[src/rtl/dtw_pkg.sv]
package dtw_pkg;

    localparam int TST_W = 8;
    localparam int NSTEP = 8;
    localparam int STEP_W = $clog2(NSTEP);

    // register code that receives the high-speed frequency-range selection
    localparam logic [TST_W-1:0] HSFREQ_REG = 8'h44;

    typedef enum logic [STEP_W-1:0] {
        ST_CLR    = 3'd0,
        ST_GAP    = 3'd1,
        ST_RISE0  = 3'd2,
        ST_ADDR   = 3'd3,
        ST_ALATCH = 3'd4,
        ST_DATA   = 3'd5,
        ST_DLATCH = 3'd6,
        ST_END    = 3'd7
    } step_e;

    typedef struct packed {
        logic             clr;
        logic             stb;
        logic             en;
        logic [TST_W-1:0] bus;
    } port_t;

    localparam port_t PORT_IDLE = '{clr: 1'b0, stb: 1'b0, en: 1'b0, bus: '0};

    function automatic port_t port_for_step(step_e s, logic [TST_W-1:0] code,
                                            logic [TST_W-1:0] data);
        port_t p;
        p = PORT_IDLE;
        case (s)
            ST_CLR:    p.clr = 1'b1;
            ST_GAP:    p = PORT_IDLE;
            ST_RISE0:  p.stb = 1'b1;
            ST_ADDR:   begin p.stb = 1'b1; p.en = 1'b1; p.bus = code; end
            ST_ALATCH: begin p.en = 1'b1; p.bus = code; end
            ST_DATA:   p.bus = data;
            ST_DLATCH: begin p.stb = 1'b1; p.bus = data; end
            ST_END:    p.bus = data;
            default:   p = PORT_IDLE;
        endcase
        return p;
    endfunction

    function automatic logic [31:0] eff_hold(logic [31:0] h);
        return (h == 0) ? 32'd1 : h;
    endfunction

endpackage

[src/rtl/dtw_hold_timer.sv]
module dtw_hold_timer #(
    parameter int HOLD_W = 8
) (
    input  logic              clk,
    input  logic              rst,
    input  logic              load,
    input  logic [HOLD_W-1:0] hold_cfg,
    input  logic              active,
    output logic              step_end
);
    logic [HOLD_W-1:0] len_q;
    logic [HOLD_W-1:0] cnt_q;
    logic              last;

    assign last     = (cnt_q == len_q - 1'b1);
    assign step_end = active && last;

    always_ff @(posedge clk) begin
        if (rst) begin
            len_q <= {{(HOLD_W-1){1'b0}}, 1'b1};
            cnt_q <= '0;
        end else if (load) begin
            len_q <= (hold_cfg == '0) ? {{(HOLD_W-1){1'b0}}, 1'b1} : hold_cfg;
            cnt_q <= '0;
        end else if (active) begin
            cnt_q <= last ? '0 : cnt_q + 1'b1;
        end
    end
endmodule

[src/rtl/dtw_step_seq.sv]
module dtw_step_seq
    import dtw_pkg::*;
(
    input  logic             clk,
    input  logic             rst,
    input  logic             start,
    input  logic [TST_W-1:0] code_in,
    input  logic [TST_W-1:0] data_in,
    input  logic             step_end,
    output logic             accept,
    output logic             busy,
    output logic             done,
    output step_e            step,
    output logic [TST_W-1:0] code_q,
    output logic [TST_W-1:0] data_q
);
    step_e step_q;
    logic  busy_q;
    logic  done_q;

    assign accept = start && !busy_q;
    assign busy   = busy_q;
    assign done   = done_q;
    assign step   = step_q;

    always_ff @(posedge clk) begin
        if (rst) begin
            step_q <= ST_CLR;
            busy_q <= 1'b0;
            done_q <= 1'b0;
            code_q <= '0;
            data_q <= '0;
        end else if (accept) begin
            step_q <= ST_CLR;
            busy_q <= 1'b1;
            done_q <= 1'b0;
            code_q <= code_in;
            data_q <= data_in;
        end else if (busy_q && step_end) begin
            if (step_q == ST_END) begin
                busy_q <= 1'b0;
                done_q <= 1'b1;
                step_q <= ST_CLR;
            end else begin
                step_q <= step_e'(step_q + 1'b1);
                done_q <= 1'b0;
            end
        end else begin
            done_q <= 1'b0;
        end
    end
endmodule

[src/rtl/dtw_port_drv.sv]
module dtw_port_drv
    import dtw_pkg::*;
(
    input  logic             busy,
    input  step_e            step,
    input  logic [TST_W-1:0] code_q,
    input  logic [TST_W-1:0] data_q,
    output port_t            port
);
    always_comb begin
        if (busy) port = port_for_step(step, code_q, data_q);
        else      port = PORT_IDLE;
    end
endmodule

[src/rtl/dphy_tst_writer.sv]
module dphy_tst_writer
    import dtw_pkg::*;
#(
    parameter int HOLD_W = 8
) (
    input  logic              clk,
    input  logic              rst,
    input  logic              start_i,
    input  logic [TST_W-1:0]  code_i,
    input  logic [TST_W-1:0]  wdata_i,
    input  logic [HOLD_W-1:0] hold_i,
    output logic              busy_o,
    output logic              done_o,
    output logic              tst_clr_o,
    output logic              tst_clk_o,
    output logic              tst_en_o,
    output logic [TST_W-1:0]  tst_data_o
);
    logic             accept;
    logic             step_end;
    logic             busy;
    step_e            step;
    logic [TST_W-1:0] code_q;
    logic [TST_W-1:0] data_q;
    port_t            port;

    dtw_step_seq u_seq (
        .clk      (clk),
        .rst      (rst),
        .start    (start_i),
        .code_in  (code_i),
        .data_in  (wdata_i),
        .step_end (step_end),
        .accept   (accept),
        .busy     (busy),
        .done     (done_o),
        .step     (step),
        .code_q   (code_q),
        .data_q   (data_q)
    );

    dtw_hold_timer #(.HOLD_W(HOLD_W)) u_timer (
        .clk      (clk),
        .rst      (rst),
        .load     (accept),
        .hold_cfg (hold_i),
        .active   (busy),
        .step_end (step_end)
    );

    dtw_port_drv u_drv (
        .busy   (busy),
        .step   (step),
        .code_q (code_q),
        .data_q (data_q),
        .port   (port)
    );

    assign busy_o     = busy;
    assign tst_clr_o  = port.clr;
    assign tst_clk_o  = port.stb;
    assign tst_en_o   = port.en;
    assign tst_data_o = port.bus;
endmodule

[config.mk]
export PLATFORM = sky130hd
export DESIGN_NAME = dphy_tst_writer
export DESIGN_NICKNAME = d
export VERILOG_FILES = /design/src/rtl/dtw_pkg.sv /design/src/rtl/dtw_hold_timer.sv /design/src/rtl/dtw_step_seq.sv /design/src/rtl/dtw_port_drv.sv /design/src/rtl/dphy_tst_writer.sv
export SDC_FILE = /design/constraint.sdc
export NUM_CORES = 1
export LEC_CHECK = 0
export ABC_AREA = 0
export BUFFER_PORTS_ARGS = -buffer_cell sky130_fd_sc_hd__buf_2
export CAP_MARGIN = 20
export CORE_AREA = 2 2 81 83
export CTS_CLUSTER_SIZE = 20
export DETAILED_ROUTE_END_ITERATION = 10
export DIE_AREA = 0 0 83 85
export HOLD_SLACK_MARGIN = 0.15
export PLACE_DENSITY_LB_ADDON = 0.08
export SETUP_SLACK_MARGIN = 0.05
export SYNTH_ARGS = -nofsm -noshare
export SYNTH_HDL_FRONTEND = slang
export SYNTH_SLANG_ARGS = --single-unit
[constraint.sdc]
create_clock -name clk -period 3.6 [get_ports clk]
set_input_delay 0.18 -clock clk [delete_from_list [all_inputs] [get_ports clk]]
set_output_delay 0.18 -clock clk [all_outputs]
set_load 0.02 [all_outputs]
# == After elaboration in Yosys (flattened, before gate mapping) ==
# Index checks and enable logic that the tools add are counted.
# word_totals
out_inout_bits,13
latch_bits,0
n_memories,0
elab_cells,44
reg_bits,37
romBits,0
mem_bits_rw,0
# classes
addsub,3
n_eq_ne,7
order_cmp,0
div,0
reduce_logical,14
bitwise,1
n_shift,0
muxes,12
mul,0
# op_table
op,n
two-way mux 8 bit,2
one-hot mux 8 bit (2 select lines),1
== test 3 bit (second input constant),4
two-way mux 11 bit,1
OR reduction 3 bit,3
adder 8 x 1 -> 8 bit (second input constant),1
== test 8 bit,1
zero test 8 bit,1
subtractor 8 x 1 -> 8 bit (second input constant),1
two-way mux 1 bit,7
== test 3 x 2 -> 1 bit (second input constant),2
nonzero test 2 bit,2
OR reduction 2 bit,2
adder 3 x 1 -> 3 bit (second input constant),1
logical AND 1 bit,3
zero test 3 bit,1
two-way mux 3 bit,1
AND reduction 2 bit,1
zero test 1 bit,1
inverter 1 bit,1

# == Depth between registers and ports, before layout ==
# depth
ltp_word,6
ltp_mapped,9
depth_no_buf,8

# == By module ==
# A second synthesis with hierarchy kept.
# unflattened
hier_cells,249
hier_area_um2,2264.7
# modules_own_cells
module,area_each_um2,cells_each,seq_area_each_um2,instances
dtw_hold_timer,948.4,109,320.3,1
dtw_step_seq,864.6,93,420.4,1
dtw_port_drv,451.7,47,0.0,1

# == Worst setup path before layout ==
# Ideal clock, no wire load.
# synth_path
path_type,reg-to-reg
startpoint,register u_timer.len_q[0]
endpoint,register u_seq.step_q[0] (netlist: u_seq.step[0])
synth_period_minus_slack_ns,1.957
n_path_buf,1
slack_ns,1.643
setup_ns,0.072
t_arrival_ns,1.886
path_stages_with_launch,10
path_cell_list,dfxtp_1 inv_1 ha_1 buf_2 o21bai_1 a211o_1 a21oi_1 nor2_2 nor3_4 mux2i_1
# synth_via
elab_chain_len,4
# synth_rtl
element,line_no,rtl
start: declaration,dtw_hold_timer.sv:11,logic [HOLD_W-1:0] len_q;
start signal: assignment,dtw_hold_timer.sv:20,"len_q <= {{(HOLD_W-1){1'b0}}, 1'b1};"
start signal: assignment,dtw_hold_timer.sv:23,"len_q <= (hold_cfg == '0) ? {{(HOLD_W-1){1'b0}}, 1'b1} : hold_cfg;"
subtractor 8 x 1 -> 8 bit,dtw_hold_timer.sv:15,assign last = (cnt_q == len_q - 1'b1);
== test 8 bit,dtw_hold_timer.sv:15,
logical AND 1 bit,dtw_hold_timer.sv:16,assign step_end = active && last;
logical AND 1 bit,dtw_step_seq.sv:39,end else if (busy_q && step_end) begin
end signal: assignment,dtw_step_seq.sv:45,step_q <= step_e'(step_q + 1'b1);
end: declaration,dtw_step_seq.sv:17,step_e step_q;
# No other way between the ends.
# A chain may end at the register's enable or synchronous reset.

# == Worst setup path in the final report ==
# layout_path
startpoint,register u_seq.step_q[1] (netlist: u_seq.step[1])
endpoint,output port tst_data_o[4]
# layout_via
elab_chain_len,4
word_cells_on_any_way,9
# layout_rtl
element,line_no,rtl
== test 3 bit / == test 3 x 2 -> 1 bit (equally long branches),dtw_pkg.sv:34,case (s)
OR reduction 3 bit (no line) / OR reduction 2 bit (equally long branches),-,
one-hot mux 8 bit (2 select lines) (*),dtw_pkg.sv:34,
two-way mux 11 bit (*),dtw_port_drv.sv:11,"if (busy) port = port_for_step(step, code_q, data_q);"
end: declaration,dphy_tst_writer.sv:17,output logic [TST_W-1:0] tst_data_o
# Every way passes the cells marked *; elsewhere a longest branch is shown, timed or not.

==> results.md <==
* Number of enable flip-flop cells after synthesis at 0
* Synth unique cells at 44
* Row count at 29
* IO Pins at 40
* Num Clock Sinks at 37
* Final worst-path cycle share at 64.5%
* Post-Route Utilization at 39.0%
* Worst Path Arrival at 2.14 ns
* Final Hold Viols at 0
* H-tree depth at 2
* Area leader, netlist: dfxtp_1
* Synth Instances at 187
* Grt total ovfl at 0
* Fill cell count at 649
* Placed cells at 295
* Slew Limit Fails at 0
* Maximum vdd drop at 0.159 mV
* CTS tree: built
* Num CTS Buffers at 5
* DR iter-0 viols at 46
* Ys Warns at 0
* Cell Count, Final, Fillers Out at 326
* Core area at 0.00620 sq mm
* Port buffer count at 39
* Antenna Nets Post-Route at 0
* Mapped Area at 0.00182 sq mm
* Die area at 0.00706 sq mm
* PD cells at 373 mW/mm^2
* Tightest Pin Transition at 0.746 ns
* Synthesis-stage register bit count at 37
* Area share of the largest cell type after synthesis at 40.6%
* Largest net degree at the start of global routing at 24
* DRC at 0
* Crit. End Element: primary output
* Setup_tns at 0 ns
* Clock power frac at 35.3%
* Sw frac at 25.7%
* Ratio of cells with drive above 1 in the final layout at 24.1%
* Syn-to-layout area delta at 32.9%
* First-pass GRT wire length at 7250 microns
* Clock slew seen by the registers of the worst setup and hold paths at 0.08 ns
* Routed WL at 4370 microns
* Commonest cells post-synth: dfxtp_1, a22o_1, nor2_1
* CP required at 3.42 ns
* Setup crit start kind: flop
* Initial antenna violation count at 0
* Antenna cells at 0
* Post CTS Setup Buffer Count at 0
* RSZ-0062 raised after global routing: no
* Internal power at 672 uW
* GP Congestion at 0.710
* Top cells by area, synth: dfxtp_1, a22o_1, ha_1
* Worst skew pair latency at 0.29 ns
* CTS Root Cell: clkbuf_8
* Comb pwr share at 15.1%
* Mapped Nets at 222
* Status: finished clean
* DR pass1 iterations at 4
* Hold Path Class: in2reg
* Die height at 85 microns
* Crit-path max FO at 8
* DP Wirelength at 3070 microns
* Final setup viols at 0
* Drt wl/cell at 13.4 microns
* Sequential power share at 49.5%
* Max cap viols at 0
* Fmax at 0.430 GHz
* Fin nets at 283
* Switching power at 232 uW
* Fin Clk Skew at 0.00608 ns
* Syn avg cell area at 9.75 sq um
* Clock Path Buffers at 2
* Kind of critical path: reg2out
* Final worst path period need at 2.32 ns
* Post-synthesis async set-or-reset flop share at 0%
* Top-count cell post-synth: dfxtp_1
* Overall routing resource usage at 12.6%
* Pwr Total at 904 uW
* Hold_ws at 0.158 ns
* LEAKAGE at 0.000989 uW
* Chip width at 83 microns
* Vias in the first global route at 1506
* Initial Utilization at 29.4%
* Via Count at 1552
* Post-synthesis sequential area ratio at 40.6%
* Vias/cell at 4.76
* Ys flop type: dfxtp_1
* Slew HR at 50.3%
==> power by group through the flow <==
| stage | combinational (uW) | sequential [uW] | clock [uW] |
|---|---|---|---|
| global placement | 120 | 458 | 0 |
| CTS | 138 | 448 | 336 |
| global route | 152 | 451 | 346 |
| floorplan | 85.2 | 452 | 0 |
| finish | 137 | 448 | 319 |
| detailed placement | 119 | 458 | 0 |
==> cell type report <==
| cell class | count | area, sq um | area share, % |
|---|---|---|---|
| clock buffers | 7 | 96.3 | 3.98 |
| clock inverters | 1 | 5.00 | 0.207 |
| inverters | 7 | 26.3 | 1.08 |
| multi-input cells | 133 | 1020 | 42.0 |
| flip-flops and latches | 37 | 741 | 30.6 |
| well taps | 77 | 96.3 | 3.98 |
| repair buffers | 64 | 440 | 18.2 |
==> per-layer routing <==
layer	global-route usage (%)	wire [microns]	vias up
met5	0	0	-
met4	4.92	57	0
met3	2.82	157	5
met2	20.7	2070	27
met1	16.2	2090	721
li1	-	-	799
==> registers in the layout (all words and copies together), names as in the netlist <==
signal,count
u_seq.code_q,8
u_seq.step,3
u_timer.cnt_q,8
u_timer.len_q,8
u_seq.busy,1
u_seq.data_q,8
u_seq.done,1
==> critical path, cell delays in order (launching register included) <==
cell and delay, ns:
dfxtp_1 0.39, ha_1 0.22, ha_1 0.18, inv_1 0.08, a21oi_1 0.59, a22o_1 0.24
buf_2 0.16
==> kinds of logic after synthesis <==
kind of cell	synth area share [%]
and+or+nand+nor	16.3
AOI/OAI and AO/OA	24.2
buffers and inverters	3.77
DFF	40.6
muxes	2.81
xor gates and xnor gates	6.73
adders and majority gates	5.49
==> cell usage in the layout, fill, tap and decap left out, types with 3 or more instances in the layout <==
cell and count:
mux2i_1 4, inv_1 6, xnor2_1 9, a22o_1 30, dlygate4sd3_1 23, nand4_1 4
clkbuf_8 7, ha_1 8, a21oi_1 5, o21ai_0 4, nor2_1 16, nor3_1 3
dfxtp_1 37, buf_2 39, nand2_1 13, xor2_1 5
==> worst paths after layout <==
kind / slack, ns / to / cells past startpoint / start
worst min register to register: 0.48 / u_seq.data_q[3] / 1 / u_seq.data_q[3]
worst min-delay path: 0.16 / u_seq.busy / 2 / rst
worst max register to register: 1.44 / u_seq.step[2] / 8 / u_timer.len_q[0]
worst max-delay path: 1.28 / tst_data_o[4] / 6 / u_seq.step[1]
==> timing repair <==
| item | CTS | global route |
|---|---|---|
| resized for setup | 0 | 0 |
| endpoints found under the hold margin | 23 | 0 |
| hold buffers | 23 | 0 |
==> stage by stage <==
step | worst slack, ns | area (sq um)
after floorplan | 1.64 | 1820
after global placement | 1.42 | 2090
after detailed placement | 1.43 | 2090
after CTS | 1.21 | 2420
after global routing | 1.09 | 2420
final | 1.28 | 2420
Power figures use the tool's default switching activity.
